## src/rtl/seg_xlate_pkg.sv

```systemverilog
package seg_xlate_pkg;

  typedef enum logic [1:0] {
    PRIV_KERN = 2'd0,
    PRIV_SUPV = 2'd1,
    PRIV_USER = 2'd2,
    PRIV_ERRL = 2'd3
  } priv_e;

  typedef enum logic [1:0] {
    RES_DIRECT   = 2'd0,
    RES_TLB      = 2'd1,
    RES_ADDR_ERR = 2'd2
  } res_e;

  // descriptor field geometry
  localparam int DESC_W   = 16;
  localparam int PB_W     = 7;
  localparam int PB_LSB   = 9;
  localparam int RSV_LSB  = 7;
  localparam int AM_W     = 3;
  localparam int AM_LSB   = 4;
  localparam int EU_BIT   = 3;
  localparam int CA_W     = 3;
  localparam int CA_LSB   = 0;
  localparam int PB_SHIFT = 20;
  localparam int PERM_W   = 3;
  localparam int N_CTL    = 3;
  localparam int CTL_W    = 2 * DESC_W;
  localparam int AM_CODES = 1 << AM_W;

  typedef struct packed {
    logic [PB_W-1:0] pbase;
    logic [AM_W-1:0] amode;
    logic            erl_unmap;
    logic [CA_W-1:0] cattr;
  } seg_desc_t;

endpackage

```

## src/rtl/seg_rst_sync.sv

```systemverilog
module seg_rst_sync #(
  parameter int STAGES = 2
) (
  input  logic clk,
  input  logic rst_n,
  output logic rst_sync_n
);

  logic [STAGES-1:0] sync_q;
  logic [STAGES-1:0] sync_d;

  always_comb begin
    sync_d = {sync_q[STAGES-2:0], 1'b1};
  end

  always_ff @(posedge clk or negedge rst_n) begin
    if (!rst_n) begin
      sync_q <= '0;
    end else begin
      sync_q <= sync_d;
    end
  end

  assign rst_sync_n = sync_q[STAGES-1];

endmodule

```

## src/rtl/seg_region_pick.sv

```systemverilog
module seg_region_pick
  import seg_xlate_pkg::*;
(
  input  logic [2:0]                  addr_top,
  input  logic [N_CTL-1:0][CTL_W-1:0] ctl_regs,
  output seg_desc_t                   desc,
  output logic                        wide_region
);

  localparam int N_HALF = 2 * N_CTL;
  localparam int IDX_W  = $clog2(N_HALF);

  logic [DESC_W-1:0] halves [N_HALF];
  logic [IDX_W-1:0]  idx;
  logic [DESC_W-1:0] raw;
  logic              unused_rsvd;

  // half 2g is the low 16 bits of word g, half 2g+1 its high 16 bits
  generate
    for (genvar g = 0; g < N_CTL; g++) begin : g_word
      assign halves[2*g]   = ctl_regs[g][DESC_W-1:0];
      assign halves[2*g+1] = ctl_regs[g][CTL_W-1:DESC_W];
    end
  endgenerate

  always_comb begin
    if (!addr_top[2]) begin
      wide_region = 1'b1;
      idx = addr_top[1] ? IDX_W'(N_HALF - 2) : IDX_W'(N_HALF - 1);
    end else begin
      wide_region = 1'b0;
      idx = IDX_W'(2'd3 - addr_top[1:0]);
    end
  end

  assign raw = halves[idx];

  assign desc.pbase     = raw[PB_LSB +: PB_W];
  assign desc.amode     = raw[AM_LSB +: AM_W];
  assign desc.erl_unmap = raw[EU_BIT];
  assign desc.cattr     = raw[CA_LSB +: CA_W];

  assign unused_rsvd = ^raw[RSV_LSB +: 2];

endmodule

```

## src/rtl/seg_mode_decode.sv

```systemverilog
module seg_mode_decode
  import seg_xlate_pkg::*;
(
  input  priv_e           priv,
  input  logic [AM_W-1:0] amode,
  input  logic            erl_unmap,
  output res_e            outcome
);

  // bit n of a mask covers access-mode code n
  localparam logic [AM_CODES-1:0] KERN_ERR = 8'b0000_0000;
  localparam logic [AM_CODES-1:0] KERN_MAP = 8'b0000_1110;
  localparam logic [AM_CODES-1:0] SUPV_ERR = 8'b0000_0011;
  localparam logic [AM_CODES-1:0] SUPV_MAP = 8'b0001_1100;
  localparam logic [AM_CODES-1:0] USER_ERR = 8'b0010_0111;
  localparam logic [AM_CODES-1:0] USER_MAP = 8'b0001_1000;

  logic [AM_CODES-1:0] err_mask;
  logic [AM_CODES-1:0] map_mask;
  logic                bypass;

  always_comb begin
    err_mask = KERN_ERR;
    map_mask = KERN_MAP;
    bypass   = 1'b0;
    unique case (priv)
      PRIV_SUPV: begin
        err_mask = SUPV_ERR;
        map_mask = SUPV_MAP;
      end
      PRIV_USER: begin
        err_mask = USER_ERR;
        map_mask = USER_MAP;
      end
      PRIV_ERRL: bypass = erl_unmap;
      default:   bypass = 1'b0;
    endcase
  end

  always_comb begin
    if (bypass) begin
      outcome = RES_DIRECT;
    end else if (err_mask[amode]) begin
      outcome = RES_ADDR_ERR;
    end else if (map_mask[amode]) begin
      outcome = RES_TLB;
    end else begin
      outcome = RES_DIRECT;
    end
  end

endmodule

```

## src/rtl/seg_phys_form.sv

```systemverilog
module seg_phys_form
  import seg_xlate_pkg::*;
#(
  parameter int ADDR_W   = 32,
  parameter int USER_OFS = 30,
  parameter int SEG_OFS  = 29
) (
  input  logic [ADDR_W-1:0] vaddr,
  input  logic [PB_W-1:0]   pbase,
  input  logic              wide_region,
  output logic [ADDR_W-1:0] paddr
);

  localparam int BASE_POS = PB_LSB + PB_SHIFT;
  localparam logic [ADDR_W-1:0] USER_MASK = {{(ADDR_W-USER_OFS){1'b0}}, {USER_OFS{1'b1}}};
  localparam logic [ADDR_W-1:0] SEG_MASK  = {{(ADDR_W-SEG_OFS){1'b0}},  {SEG_OFS{1'b1}}};

  logic [ADDR_W-1:0] base;
  logic [ADDR_W-1:0] ofs_mask;

  always_comb begin
    base     = ADDR_W'(pbase) << BASE_POS;
    ofs_mask = wide_region ? USER_MASK : SEG_MASK;
    paddr    = (base & ~ofs_mask) | (vaddr & ofs_mask);
  end

endmodule

```

## src/rtl/seg_addr_xlate.sv

```systemverilog
module seg_addr_xlate
  import seg_xlate_pkg::*;
#(
  parameter int ADDR_W = 32
) (
  input  logic              clk,
  input  logic              rst_n,
  input  logic              req_valid,
  input  logic [ADDR_W-1:0] req_addr,
  input  logic [1:0]        priv_mode,
  input  logic [31:0]       seg_ctl0,
  input  logic [31:0]       seg_ctl1,
  input  logic [31:0]       seg_ctl2,
  output logic              res_valid,
  output logic [1:0]        res_code,
  output logic [ADDR_W-1:0] res_paddr,
  output logic [2:0]        res_perm,
  output logic [2:0]        res_cattr
);

  logic                        rst_sync_n;
  logic [N_CTL-1:0][CTL_W-1:0] ctl_all;
  seg_desc_t                   sel_desc;
  logic                        wide_region;
  res_e                        outcome;
  logic [ADDR_W-1:0]           direct_pa;

  logic              valid_d, valid_q;
  logic              load_en;
  logic [1:0]        code_d, code_q;
  logic [ADDR_W-1:0] pa_d, pa_q;
  logic [PERM_W-1:0] perm_d, perm_q;
  logic [CA_W-1:0]   ca_d, ca_q;

  seg_rst_sync #(.STAGES(2)) u_rst (
    .clk        (clk),
    .rst_n      (rst_n),
    .rst_sync_n (rst_sync_n)
  );

  assign ctl_all = {seg_ctl2, seg_ctl1, seg_ctl0};

  seg_region_pick u_pick (
    .addr_top    (req_addr[ADDR_W-1 -: 3]),
    .ctl_regs    (ctl_all),
    .desc        (sel_desc),
    .wide_region (wide_region)
  );

  seg_mode_decode u_dec (
    .priv      (priv_e'(priv_mode)),
    .amode     (sel_desc.amode),
    .erl_unmap (sel_desc.erl_unmap),
    .outcome   (outcome)
  );

  seg_phys_form #(.ADDR_W(ADDR_W)) u_pa (
    .vaddr       (req_addr),
    .pbase       (sel_desc.pbase),
    .wide_region (wide_region),
    .paddr       (direct_pa)
  );

  // next-state
  always_comb begin
    valid_d = req_valid;
    load_en = req_valid;
    code_d  = outcome;
    ca_d    = sel_desc.cattr;
    if (outcome == RES_DIRECT) begin
      pa_d   = direct_pa;
      perm_d = '1;
    end else begin
      pa_d   = '0;
      perm_d = '0;
    end
  end

  // registers
  always_ff @(posedge clk or negedge rst_sync_n) begin
    if (!rst_sync_n) begin
      valid_q <= 1'b0;
      code_q  <= '0;
      pa_q    <= '0;
      perm_q  <= '0;
      ca_q    <= '0;
    end else begin
      valid_q <= valid_d;
      if (load_en) begin
        code_q <= code_d;
        pa_q   <= pa_d;
        perm_q <= perm_d;
        ca_q   <= ca_d;
      end
    end
  end

  assign res_valid = valid_q;
  assign res_code  = code_q;
  assign res_paddr = pa_q;
  assign res_perm  = perm_q;
  assign res_cattr = ca_q;

  AST_ONE_CYCLE_RESULT: assert property (@(posedge clk) disable iff (!rst_sync_n)
    req_valid |=> res_valid);
  AST_IDLE_HOLDS: assert property (@(posedge clk) disable iff (!rst_sync_n)
    !req_valid |=> (!res_valid && $stable(res_paddr) && $stable(res_code)));
  AST_MISS_ZEROED: assert property (@(posedge clk) disable iff (!rst_sync_n)
    (res_valid && res_code != 2'd0) |-> (res_paddr == '0 && res_perm == '0));
  AST_DIRECT_FULL_PERM: assert property (@(posedge clk) disable iff (!rst_sync_n)
    (res_valid && res_code == 2'd0) |-> res_perm == 3'b111);
  AST_KERNEL_NO_ERROR: assert property (@(posedge clk) disable iff (!rst_sync_n)
    (req_valid && priv_mode == 2'd0) |=> res_code != 2'd2);
  AST_RESERVED_CODE_DIRECT: assert property (@(posedge clk) disable iff (!rst_sync_n)
    (req_valid && sel_desc.amode == 3'd6) |=> res_code == 2'd0);
  AST_ERRL_UNMAP_FLAG: assert property (@(posedge clk) disable iff (!rst_sync_n)
    (req_valid && priv_mode == 2'd3 && sel_desc.erl_unmap) |=> res_code == 2'd0);
  AST_CODE_LEGAL: assert property (@(posedge clk) disable iff (!rst_sync_n)
    res_valid |-> res_code != 2'd3);

endmodule

```

## config.mk

```make
export PLATFORM = sky130hd
export DESIGN_NAME = seg_addr_xlate
export DESIGN_NICKNAME = d
export VERILOG_FILES = /design/src/rtl/seg_xlate_pkg.sv /design/src/rtl/seg_rst_sync.sv /design/src/rtl/seg_region_pick.sv /design/src/rtl/seg_mode_decode.sv /design/src/rtl/seg_phys_form.sv /design/src/rtl/seg_addr_xlate.sv
export SDC_FILE = /design/constraint.sdc
export NUM_CORES = 1
export LEC_CHECK = 0
export BUFFER_PORTS_ARGS = -buffer_cell sky130_fd_sc_hd__buf_4
export CAP_MARGIN = 25
export CORE_UTILIZATION = 43
export DETAILED_ROUTE_END_ITERATION = 10
export GPL_TIMING_DRIVEN = 0
export PLACE_DENSITY = 0.86
export SYNTH_ARGS = -nofsm -noshare
export SYNTH_HDL_FRONTEND = slang
export SYNTH_SLANG_ARGS = --single-unit
```

## constraint.sdc

```tcl
create_clock -name clk -period 3.43 [get_ports clk]
set_input_delay 0.343 -clock clk [delete_from_list [all_inputs] [get_ports clk]]
set_output_delay 0.343 -clock clk [all_outputs]
set_load 0.05 [all_outputs]
```

[Word level (Yosys, flattened, before mapping)]
Index checks and enable logic that the tools add are counted.
Operators by class
  bitwise operators: 5
  order comparisons: 2
  reduce and logical (&&, ||, !) cells: 1
  add/subtract/negate cells: 1
  equality and inequality tests: 3
  muxes and demuxes: 18
Operator list (count)
  $and A32 B32 Y32: 2
  $bmux W16 S3: 1
  $mux W32: 1
  $not A32 Y32: 1
  $or A32 B32 Y32: 1
  $mux W30: 1
  $mux W12: 2
  $pmux W6 S2: 1
  $pmux W5 S2: 1
  $bmux W1 S3: 2
  $mux W3: 2
  $mux W1: 5
  $eq A2 B2 Y1 const B: 2
  $ge A4 B4 Y1 const B: 1
  $lt A3 B4 Y1 const B: 1
  $mux W2: 2
  $not A3 Y4: 1
  $sub A2 B2 Y3 const A: 1
  $eq A2 B1 Y1 const B: 1
  $logic_not A2 Y1: 1
Storage, ports and cells
  bits in registers: 43
  output and inout port bits: 41
  word-level logic and storage cells: 36

[Depth between registers and ports, before layout]
  word-level depth: 13
  mapped depth: 7
  depth with buffers taken out: 6

[Modules after synthesis]
From an unflattened synthesis, not the netlist that was laid out.
Second synthesis, totals
  cells, all modules: 256
  area total of the unflattened synthesis: 2959.1 um^2
By module, submodules not included
  seg_addr_xlate: instances 1, seq. area each 975.9 um^2, area each 1813.0 um^2, cells an instance 157
  seg_region_pick: instances 1, seq. area each 0.0 um^2, area each 742.0 um^2, cells an instance 50
  seg_phys_form: instances 1, seq. area each 0.0 um^2, area each 247.7 um^2, cells an instance 32
  seg_mode_decode: instances 1, seq. area each 0.0 um^2, area each 102.6 um^2, cells an instance 14
  seg_rst_sync: instances 1, seq. area each 50.0 um^2, area each 53.8 um^2, cells an instance 3

[Least setup slack after synthesis]
Ideal clock, no wire load.
  path type: input -> register
  from: input port req_addr[29]
  to: register pa_q[10] (netlist: res_paddr[10])
  arrival time: 2.061 ns
  setup time: 0.119 ns
  data required time: 3.311 ns
  path buffers: 2
  stages on the path: 7
  path slack: 1.250 ns
  path through: buf_6 > mux4_2 > mux2i_4 > o21ai_2 > a2111oi_4 > buf_6 > nor2_2
Between the ends
  cells in the longest elaborated chain, start to end: 13
  elaborated cells between the ends (all ways): 16
Ends and longest elaborated chain
  start: declaration: line seg_addr_xlate.sv:9  | input logic [ADDR_W-1:0] req_addr,
  $sub A2 B2 Y3 *: line seg_region_pick.sv:32  | idx = IDX_W'(2'd3 - addr_top[1:0]);
  $mux W3 *: line seg_region_pick.sv:27  | if (!addr_top[2]) begin
  $not A3 Y4 (not written as such) *: line seg_region_pick.sv:36  | assign raw = halves[idx];
  $bmux W16 S3 *: line seg_region_pick.sv:36
  $mux W12 (not written as such) * (2 in series): line seg_region_pick.sv:36
  $bmux W1 S3: line seg_mode_decode.sv:45  | end else if (map_mask[amode]) begin
  $mux W1 (not written as such): line seg_mode_decode.sv:45
  $mux W1: line seg_mode_decode.sv:45
  $mux W2: line seg_mode_decode.sv:43  | end else if (err_mask[amode]) begin
  $mux W2 *: line seg_mode_decode.sv:41  | if (bypass) begin
  $logic_not A2 Y1 *: line seg_addr_xlate.sv:70  | if (outcome == RES_DIRECT) begin
  $mux W32 *: line seg_addr_xlate.sv:70
  end signal: assignment: line seg_addr_xlate.sv:91  | pa_q <= pa_d;
  end: declaration: line seg_addr_xlate.sv:31  | logic [ADDR_W-1:0] pa_d, pa_q;
Mark *: on every way between the ends. The rest lies on a longest branch, timed or not. The select of a mux whose other input is x is not followed.
A chain may end at the register's enable or synchronous reset.

[Final worst setup path]
  from: input port req_addr[29]
  to: register pa_q[18] (netlist: res_paddr[18])
Same word-level chain as after synthesis.

==> results_dict.tcl <==
set metrics [dict create \
    outcome "complete, no violations" \
    p_sw_uw 607 \
    cts_buffers 5 \
    portBuffers 134 \
    critPathKind "in2reg" \
    min_from "req_valid" \
    drive_gt1_share_pct 53.6 \
    rrSetupSlack_ns 2.54 \
    avgSynthCellArea_um2 12.1 \
    swShare_pct 35.7 \
    die_h_um 74.6 \
    synth_area_leader_cell "dfrtp_1" \
    synth_nets 322 \
    drtAntennaViolNets 0 \
    clock_path_buffers 2 \
    worst_r2r_startpoint "u_rst.sync_q[1]" \
    drcViolationCount 0 \
    synth_area_leaders "dfrtp_1, mux2i_1, mux4_1" \
    powerDensity_nw_per_um2 485 \
    drt_wl_total_mm 5.65 \
    overflow 0 \
    yosysSeqAreaShare_pct 45.3 \
    area_delta_synth_final_pct 54.8 \
    tns_ns 0 \
    wire_per_inst_um 14.1 \
    synth-main-ff-cell "dfrtp_1" \
    io_pins 174 \
    synth_top_area_share_pct 45.3 \
    synth_fa_ha_area_share_pct 1.10 \
    timing.final.crit_share_pct 64.5 \
    gp_congestion 0.804 \
    synth_edf_count 0 \
    start_kind "input port" \
    maxCapViolations 0 \
    finalHoldViolCount 0 \
    synth_cells 187 \
    diodes 0 \
    leakagePower_nw 1.81 \
    first_pass_iters 4 \
    arrival_ns 2.40 \
    ys_ff_latch 41 \
    synth_top_family_by_area "multiplexers" \
    fin_nets 464 \
    rsz0062_at_grt "no" \
    clk_pin_slew_ns 0.08 \
    viasPerCell 4.96 \
    ff2ff_path_depth 0 \
    slew_viol_final 0 \
    synth.cell_area_um2 2270 \
    tightest_slew_ns 0.825 \
    clock-root-buffer "clkbuf_8" \
    ys_types 29 \
    h-tree-depth 2 \
    max-vdd-ir-drop_mv 0.308 \
    end_kind "register" \
    intPower_mw 1.10 \
    antenna_found_initial 0 \
    cts_tree "done" \
    grt_pass1_wl_mm 8.69 \
    grt_max_degree 40 \
    fin_skew_ns 0.00208 \
    crit_required_ns 3.61 \
    clk_latency_ns 0.29 \
    grt_pass1_vias 1929 \
    cts.repair.resized 0 \
    start_util_pct 44.6 \
    clockPowerShare_pct 27.3 \
    synthMuxAreaShare_pct 33.0 \
    drt-initial-drc-count 65 \
    critPathMaxFanout 10 \
    pwr-share-seq_pct 34.8 \
    core_area_um2 5070 \
    dieArea_um2 5560 \
    die_x_um 74.6 \
    synth-compound-area-share_pct 5.08 \
    setup_viol 0 \
    reg2reg_to "res_paddr[0]" \
    slew_headroom_pct 45.0 \
    clock.fmax_ghz 0.452 \
    post-dp-hpwl_mm 4.51 \
    placedCellCount 391 \
    hold_end "res_valid" \
    vias 1983 \
    final-instance-count-excl-fill 400 \
    whs_ns 0.166 \
    async_reset_ff_share_pct 100 \
    rows 26 \
    min_period_ns 2.21 \
    synthXorXnorAreaFrac_pct 0 \
    grt_usage_pct 20.8 \
    whs_path_depth 1 \
    hold_path.class "in2reg" \
    cts_sinks 41 \
    yosys_warnings 0 \
    power_frac_comb_pct 37.9 \
    yosys.area_share.simple_pct 10.2 \
]
## cell type report
class                           instances  area, um^2
Clock buffer                            5        68.8
Sequential cell                        41        1030
Inverter                                4        15.0
Fill cell                             421        1570
Multi-Input combinational cell        127        1120
Clock inverter                          3        68.8
Buffer                                 15         103
Tap cell                               70        87.6
Timing Repair Buffer                  135        1020
## cell families (layout without fill, tap and decap cells)
kind of cell | count (synthesis) | after routing
flops | 41 | 41
fa+ha+maj | 2 | 2
mux | 58 | 58
buf+inv | 19 | 162
other cells | 1 | 1
simple gates | 50 | 50
compound gates | 16 | 16
## sequential cells by signal, summed over array words and instances (netlist names)
register      cells
res_valid         1
res_cattr         3
res_perm          1
res_paddr        32
res_code          2
u_rst.sync_q      2
## critical path: stages
cell and delay (ns):
buf_4 0.10, buf_6 0.15, mux4_1 0.61, mux2_2 0.34, a2111oi_4 0.55, buf_6 0.25, nor2_2 0.05
## worst max path at each step
stage / slack (ns) / startpoint / depth (start not counted) / end
final: 1.22 / req_addr[29] / 7 / res_paddr[18]
after floorplan: 1.25 / req_addr[29] / 7 / res_paddr[10]
after detailed placement: 0.90 / req_addr[29] / 7 / res_paddr[12]
after CTS: 1.21 / req_addr[29] / 7 / res_paddr[19]
after global routing: 1.11 / req_addr[29] / 8 / res_paddr[13]
after global placement: 0.91 / req_addr[29] / 7 / res_paddr[19]
## Yosys cell counts, types with 2 or more instances
master and number:
o21ai_0 8, a21oi_1 3, buf_4 2, a311oi_1 2
dfrtp_1 41, inv_1 4, mux4_2 2, ha_1 2
buf_6 5, nor3b_1 2, mux2_2 9, mux2i_1 38
nor2_2 10, mux4_1 7, clkbuf_1 7, nand2_1 5
nor2_1 28
## power by group through the flow
stage	Sequential (mW)	Combinational, mW	Clock [mW]
4_1_cts	0.596	0.651	0.476
3_3_place_gp	0.600	0.636	0
5_1_grt	0.604	0.684	0.496
2_1_floorplan	0.824	0.189	0
6_report	0.593	0.645	0.465
3_5_place_dp	0.603	0.650	0
## per-stage QoR
stage / worst slack, ns / cell area [um^2] / util (%) / power [mW]
6_report: 1.22 / 3510 / 69.1 / 1.70
5_1_grt: 1.11 / 3510 / 69.1 / 1.78
4_1_cts: 1.21 / 3510 / 69.1 / 1.72
3_5_place_dp: 0.896 / 3360 / 66.2 / 1.25
3_3_place_gp: 0.913 / 3360 / 66.2 / 1.24
2_1_floorplan: 1.25 / 2270 / - / 1.01
## layout by cell type, fill, tap and decap left out, types with 2 or more instances in the layout
cell type | synthesis | routed
buf_6 | 5 | 5
nor2_1 | 28 | 28
bufinv_16 | 0 | 2
buf_4 | 2 | 136
nor2_2 | 10 | 10
ha_1 | 2 | 2
clkbuf_1 | 7 | 7
inv_1 | 4 | 4
mux2i_1 | 38 | 38
dfrtp_1 | 41 | 40
nand2_1 | 5 | 5
a21oi_1 | 3 | 3
nor3b_1 | 2 | 2
clkbuf_8 | 0 | 5
o21ai_0 | 8 | 8
a311oi_1 | 2 | 2
mux4_1 | 7 | 7
mux2_2 | 9 | 9
mux4_2 | 2 | 2
## metal layers
metal / vias to the layer above / track usage, % / wire [um]
met5: - / 0 / 0
met2: 84 / 35.7 / 3020
met1: 951 / 26.0 / 2220
met3: 4 / 6.10 / 382
li1: 944 / - / -
met4: 0 / 4.40 / 32
## what timing repair did
item	in CTS	in global routing
hold buffers	1	0
setup endpoints to repair	0	0
endpoints found under the hold margin	2	0
setup buffers	0	0
Note: power is estimated with default switching activity, not from simulation.
